==> src/rtl/epp_gate_pkg.sv <==
package epp_gate_pkg;
    localparam int BYTE_W    = 8;
    localparam int CTL_W     = 8;
    localparam int OFS_STAT  = 1;
    localparam int OFS_CTL   = 2;
    localparam int OFS_EADDR = 3;
    localparam int OFS_EDATA = 4;
    localparam logic [CTL_W-1:0] GATE_MASK = 8'h2F;
    localparam logic [CTL_W-1:0] WR_PAT    = 8'h04;
    localparam logic [CTL_W-1:0] RD_PAT    = 8'h24;
    localparam logic [CTL_W-1:0] CTL_RST   = 8'h0C;
    localparam int DIR_BIT = 5;

    typedef enum logic {ST_IDLE, ST_BUSY} gate_st_e;
endpackage

==> src/rtl/epp_gate_chk.sv <==
module epp_gate_chk
    import epp_gate_pkg::*;
(
    input  logic [CTL_W-1:0] ctl,
    output logic             wr_ok,
    output logic             rd_ok
);
    logic [CTL_W-1:0] sig;
    assign sig   = ctl & GATE_MASK;
    assign wr_ok = (sig == WR_PAT);
    assign rd_ok = (sig == RD_PAT);
endmodule

==> src/rtl/epp_lane_fmt.sv <==
module epp_lane_fmt
    import epp_gate_pkg::*;
#(
    parameter int DATA_W = 32,
    localparam int NLANE = DATA_W / BYTE_W,
    localparam int NB_W  = $clog2(NLANE) + 1
) (
    input  logic [NB_W-1:0]   nbytes,
    input  logic [DATA_W-1:0] din,
    output logic [DATA_W-1:0] dmask,
    output logic [DATA_W-1:0] ones
);
    for (genvar k = 0; k < NLANE; k++) begin : g_lane
        logic en;
        assign en = (NB_W'(k) < nbytes);
        assign dmask[k*BYTE_W +: BYTE_W] = en ? din[k*BYTE_W +: BYTE_W] : '0;
        assign ones[k*BYTE_W +: BYTE_W]  = en ? '1 : '0;
    end
endmodule

==> src/rtl/epp_gate.sv <==
module epp_gate
    import epp_gate_pkg::*;
#(
    parameter int DATA_W = 32,
    parameter int ADDR_W = 3,
    localparam int NLANE = DATA_W / BYTE_W,
    localparam int NB_W  = $clog2(NLANE) + 1
) (
    input  logic              clk,
    input  logic              rst_n,
    input  logic              host_valid,
    input  logic              host_write,
    input  logic [ADDR_W-1:0] host_addr,
    input  logic [1:0]        host_size,
    input  logic [DATA_W-1:0] host_wdata,
    output logic              host_ready,
    output logic              rsp_valid,
    output logic [DATA_W-1:0] rsp_data,
    input  logic [CTL_W-1:0]  ext_status,
    output logic [CTL_W-1:0]  ctl_q,
    output logic              ctl_upd,
    output logic              dir_chg,
    output logic              eng_req,
    output logic              eng_is_addr,
    output logic              eng_write,
    output logic [NB_W-1:0]   eng_nbytes,
    output logic [DATA_W-1:0] eng_wdata,
    input  logic              eng_ack,
    input  logic              eng_err,
    input  logic [DATA_W-1:0] eng_rdata
);
    gate_st_e state_q, state_d;
    logic     to_q;
    logic     wr_ok, rd_ok;
    logic     accept, is_addr, is_data, is_epp, gate_pass, finish;
    logic [NB_W-1:0]   acc_nbytes;
    logic [DATA_W-1:0] acc_wdata, acc_ones, eng_rmask, eng_ones;
    logic [CTL_W-1:0]  stat_view;

    epp_gate_chk u_chk (.ctl(ctl_q), .wr_ok(wr_ok), .rd_ok(rd_ok));

    epp_lane_fmt #(.DATA_W(DATA_W)) u_host_fmt (
        .nbytes(acc_nbytes), .din(host_wdata), .dmask(acc_wdata), .ones(acc_ones));

    epp_lane_fmt #(.DATA_W(DATA_W)) u_eng_fmt (
        .nbytes(eng_nbytes), .din(eng_rdata), .dmask(eng_rmask), .ones(eng_ones));

    assign accept    = host_valid && (state_q == ST_IDLE);
    assign is_addr   = (host_addr == ADDR_W'(OFS_EADDR));
    assign is_data   = (host_addr == ADDR_W'(OFS_EDATA));
    assign is_epp    = is_addr || is_data;
    assign gate_pass = is_epp && (host_write ? wr_ok : rd_ok);
    assign finish    = eng_ack || eng_err;
    assign stat_view = (ext_status & ~CTL_W'(1)) | CTL_W'(to_q);

    always_comb begin
        if (is_addr) begin
            acc_nbytes = NB_W'(1);
        end else begin
            unique case (host_size)
                2'd0:    acc_nbytes = NB_W'(1);
                2'd1:    acc_nbytes = NB_W'(2);
                default: acc_nbytes = NB_W'(NLANE);
            endcase
        end
    end

    // next-state logic: LAUNCH and FINISH
    always_comb begin
        state_d = state_q;
        unique case (state_q)
            ST_IDLE: if (accept && gate_pass) state_d = ST_BUSY;
            ST_BUSY: if (finish)              state_d = ST_IDLE;
        endcase
    end

    always_ff @(posedge clk or negedge rst_n) begin
        if (!rst_n) state_q <= ST_IDLE;
        else        state_q <= state_d;
    end

    assign host_ready = (state_q == ST_IDLE);
    assign eng_req    = (state_q == ST_BUSY);

    always_ff @(posedge clk or negedge rst_n) begin
        if (!rst_n) begin
            ctl_q       <= CTL_RST;
            to_q        <= 1'b0;
            rsp_valid   <= 1'b0;
            rsp_data    <= '0;
            ctl_upd     <= 1'b0;
            dir_chg     <= 1'b0;
            eng_is_addr <= 1'b0;
            eng_write   <= 1'b0;
            eng_nbytes  <= NB_W'(1);
            eng_wdata   <= '0;
        end else begin
            rsp_valid <= 1'b0;
            ctl_upd   <= 1'b0;
            dir_chg   <= 1'b0;
            unique case (state_q)
                ST_IDLE: begin
                    if (accept) begin
                        if (host_addr == ADDR_W'(OFS_STAT)) begin
                            if (host_write) begin
                                if (host_wdata[0]) to_q <= 1'b0;
                            end else begin
                                rsp_valid <= 1'b1;
                                rsp_data  <= DATA_W'(stat_view);
                            end
                        end else if (host_addr == ADDR_W'(OFS_CTL)) begin
                            if (host_write) begin
                                if (host_wdata[CTL_W-1:0] != ctl_q) begin
                                    ctl_q   <= host_wdata[CTL_W-1:0];
                                    ctl_upd <= 1'b1;
                                    dir_chg <= host_wdata[DIR_BIT] != ctl_q[DIR_BIT];
                                end
                            end else begin
                                rsp_valid <= 1'b1;
                                rsp_data  <= DATA_W'(ctl_q);
                            end
                        end else if (gate_pass) begin
                            eng_is_addr <= is_addr;
                            eng_write   <= host_write;
                            eng_nbytes  <= acc_nbytes;
                            eng_wdata   <= host_write ? acc_wdata : '0;
                        end else if (!host_write) begin
                            rsp_valid <= 1'b1;
                            rsp_data  <= acc_ones;
                        end
                    end
                end
                ST_BUSY: begin
                    if (finish) begin
                        if (eng_err) to_q <= 1'b1;
                        if (!eng_write) begin
                            rsp_valid <= 1'b1;
                            rsp_data  <= eng_err ? eng_ones : eng_rmask;
                        end
                    end
                end
            endcase
        end
    end

    AST_REQ_HELD: assert property (@(posedge clk) disable iff (!rst_n)
        eng_req && !eng_ack && !eng_err |=> eng_req);
    AST_READY_EXCL: assert property (@(posedge clk) disable iff (!rst_n)
        eng_req |-> !host_ready);
    AST_LAUNCH_GATED: assert property (@(posedge clk) disable iff (!rst_n)
        $rose(eng_req) |-> $past(host_write ? wr_ok : rd_ok));
    AST_TO_STICKY: assert property (@(posedge clk) disable iff (!rst_n)
        eng_req && eng_err |=> to_q);
    AST_TO_CLEAR: assert property (@(posedge clk) disable iff (!rst_n)
        $fell(to_q) |-> $past(host_valid && host_write && host_wdata[0]
                              && host_addr == ADDR_W'(OFS_STAT)));
    AST_CTL_QUIET: assert property (@(posedge clk) disable iff (!rst_n)
        ctl_upd |-> ctl_q != $past(ctl_q));
    AST_DIR_PULSE: assert property (@(posedge clk) disable iff (!rst_n)
        dir_chg |-> ctl_q[DIR_BIT] != $past(ctl_q[DIR_BIT]));
endmodule

==> config.mk <==
export PLATFORM = sky130hd
export DESIGN_NAME = epp_gate
export DESIGN_NICKNAME = d
export VERILOG_FILES = /design/src/rtl/epp_gate_pkg.sv /design/src/rtl/epp_gate_chk.sv /design/src/rtl/epp_lane_fmt.sv /design/src/rtl/epp_gate.sv
export SDC_FILE = /design/constraint.sdc
export NUM_CORES = 1
export LEC_CHECK = 0
export BUFFER_PORTS_ARGS = -buffer_cell sky130_fd_sc_hd__buf_2
export CAP_MARGIN = 20
export CORE_MARGIN = 2
export CORE_UTILIZATION = 58
export CTS_BUF_LIST = sky130_fd_sc_hd__clkbuf_8
export DETAILED_ROUTE_END_ITERATION = 8
export GPL_ROUTABILITY_DRIVEN = 0
export PLACE_DENSITY = 0.89
export SYNTH_ARGS = -nofsm -noshare
export SYNTH_HDL_FRONTEND = slang
export SYNTH_HIERARCHICAL = 1
export SYNTH_SLANG_ARGS = --single-unit
export TNS_END_PERCENT = 50
==> constraint.sdc <==
create_clock -name clk -period 4.1 [get_ports clk]
set_input_delay 0.615 -clock clk [delete_from_list [all_inputs] [get_ports clk]]
set_output_delay 0.615 -clock clk [all_outputs]
set_load 0.1 [all_outputs]
==> key figures <==
Power and ir drop
  – Clock group share of total power: 0.170
  – Total Power: ~0.0032 W
  – Internal: roughly 0.0015 W
  – Power density over cell area: 526 nW/um^2
  – Combinational share of power: 0.501
  – Sequential power share: 0.329
  – Sw Ratio: 0.520
  – P_leak: slightly below 3 nW
  – Max VDD drop: between 0.0003 and 0.0004 V
  – Psw: around 0.0017 W

Layout
  – Fin cells: about 740
  – Fillers: 736
  – Area grow syn2layout: 11.2%
  – Antenna fix cells: 0
  – Nets: approximately 710
  – Share of cells above drive strength 1: 0.447
  – Final Core Density: 0.660

Worst setup path
  – Critical-path maximum fanout: 23
  – WP data required: 4.29 ns
  – Reg-to-Reg Start: ctl_q[3]
  – Critical Path Sink Type: flop
  – R2r worst-path depth: 6
  – Reg2reg end: rsp_data[25]
  – Flop2flop setup slack: approximately 1.5 ns
  – WS Path Type: in2reg
  – Critical path data arrival time: ~2.9 ns
  – Critical Path Source Type: primary input

Place
  – DP Cell Count: roughly 730
  – DPL Wire Length: around 8400 um
  – Port Buf Inserts: roughly 160

CTS
  – CTS Sinks: around 80
  – Clock Path Buffers: 2
  – Hold_buf cts: 0
  – CTS tree: yes
  – CTS Buf Count: 9
  – CTS H-tree lvls: 3
  – Clock root buffer: clkbuf_8
  – Worst skew pair latency: between 0.3 and 0.4 ns
  – Clock-pin slew on the worst setup and hold paths: roughly 0.080 ns
  – Post-cts resize count: 0
  – Post-CTS setup buffer count: 0

Yosys
  – Synth unique cells: 46
  – Post-synth top cells: 79 x dfrtp_1, 76 x nand2_1, 61 x buf_4
  – Flops & latches, synth: 82
  – Yosys top cell area share: 0.364
  – Count leader, synth: dfrtp_1
  – FFs w/ async S/R, synth: 1.00
  – Synthesized area per cell: 10.1 um^2
  – Mapped Area: roughly 5400 um^2
  – Main area contributors after synthesis: dfrtp_1 36%, buf_4 8.4%, mux2i_1 7.4%, mux2_4 5.8%, nand2_1 5.2%
  – Mapped Nets: 621
  – Synth Instances: about 540
  – Most used DFF post-synth: dfrtp_1
  – Number of enable flip-flop cells after synthesis: 0
  – Register area share after synthesis: 0.378
  – Largest area contributor in the netlist: dfrtp_1
  – Synth warn: 6

STA
  – Final setup viols: 0
  – Final hold vios: 0
  – Slew headroom: 0.288
  – Final Critical Period: between 2 and 3 ns
  – Max Clock Freq: 0.367 GHz
  – Period utilisation layout: 0.664
  – Hold slack: roughly 0.09 ns
  – Clock skew: ~0.016 ns
  – Worst-margin pin slew: between 1 and 1.5 ns
  – Setup tns final: 0 ns
  – Final Slew Violations: 0
  – RSZ-0062 raised after global routing: false

Global route
  – Vias in the first global route: approximately 3900
  – Largest net degree at the start of global routing: 83
  – Initial antenna violation count: 0
  – First-pass GRT wire length: ~19000 um
  – Grt ovf: 0
  – GR Util All Layers: 0.231

Die
  – Initial core utilization: 0.594
  – I/O pin total: about 170
  – Die Y: 101 um
  – Core Region: roughly 9200 um^2
  – Rows: 35
  – Die ar.: between 10000 and 15000 um^2
  – Die W: a little over 100 um

Flow run
  – Max-Cap Viols: 0

Detailed routing
  – Antenna-violating nets left: 0
  – Routed wire length per instance: roughly 16 um
  – Vias per std cell: about 5.4
  – Vias: slightly above 4000
  – DRT Wirelength: about 12000 um
  – Drc violations: 0
  – Drt pass-1 iters: 4
  – DRT iter0 DRCs: roughly 150

Run status
  – Status: finished clean

Hold path
  – Hold Path Class: in2async
## cells by family after synthesis
kind of cell,share of synthesized area
simple gates,0.199
buf+inv,0.128
compound gates,0.114
flops,0.378
mux,0.167
xor+xnor,0.0145
## sequential cells by signal, summed over array words and instances (netlist names)
signal       cells
eng_nbytes       3
dir_chg          1
ctl_upd          1
eng_req          1
eng_wdata       32
ctl_q            8
rsp_data        32
eng_is_addr      1
eng_write        1
to_q             1
rsp_valid        1
## metal layers
metal  wire, um  share of wire  track usage  up-vias
met3        472          0.040       0.0465       25
met2       5940           0.50        0.389      117
li1           -              -            -     1964
met1       5040           0.43        0.291     1925
met5          0              0            0        -
met4        348          0.030       0.0906        0
## metrics by stage
stage                     setup slack [ns]  cell area (um^2)
after floorplan                       1.39              5440
after global placement                1.13              5830
after detailed placement              1.02              5830
after CTS                             1.39              6000
after global routing                  1.20              6040
final                                 1.38              6040
## cell type report
class,instances,area (um^2),share of cell area
Timing Repair Buffer,171,906,0.150
Sequential cell,82,2060,0.340
Inverter,17,63.8,0.0106
Clock inverter,7,52.6,0.00869
Multi-Input combinational cell,347,2700,0.447
Tap cell,111,139,0.0230
Clock buffer,9,124,0.0205
## placed cells by master, fill, tap and decap left out, types with 2 or more instances in the layout
cell type,n
buf_2,162
dfrtp_1,79
nand2_1,76
mux2i_1,40
o21ai_0,33
nor2b_1,32
o2bb2ai_1,24
mux2_4,21
mux2_2,17
nor2b_2,17
and2_2,16
inv_1,15
clkbuf_8,9
xnor2_1,8
nand3b_1,8
o211a_1,8
o221ai_1,8
or4b_2,7
buf_4,7
nor3b_1,3
nor2_1,3
dfstp_2,3
nor4_1,2
nand4_1,2
nand3_1,2
inv_6,2
clkinvlp_4,2
nor2_4,2
nor3_4,2
a21oi_4,2
inv_2,2
## worst max-delay path, stage by stage
cell and delay (ns):
buf_2 0.30, and3b_1 0.38, nor3b_1 0.09, buf_4 0.17, nor3_4 0.36, inv_1 0.29, nand3b_1 0.24, o211a_1 0.14
o221ai_1 0.21, mux2i_1 0.12
## power groups by stage
stage	Clock, W	Sequential (W)	Combinational, W
finish	0.000541	0.00105	0.00160
global route	0.000595	0.00106	0.00166
CTS	0.000554	0.00105	0.00160
detailed placement	0	0.00106	0.00159
global placement	0	0.00105	0.00156
floorplan	0	0.00192	0.000593
## worst max path at each step
stage,from,end,slack [ns],cells after the start
floorplan,eng_req,host_ready,1.39,2
global placement,host_addr[0],rsp_data[3],1.13,10
detailed placement,host_addr[0],rsp_data[5],1.02,10
CTS,eng_req,host_ready,1.39,3
global route,host_addr[0],rsp_data[7],1.20,10
finish,host_addr[0],rsp_data[5],1.38,10
Note: power is estimated with default switching activity, not from simulation.
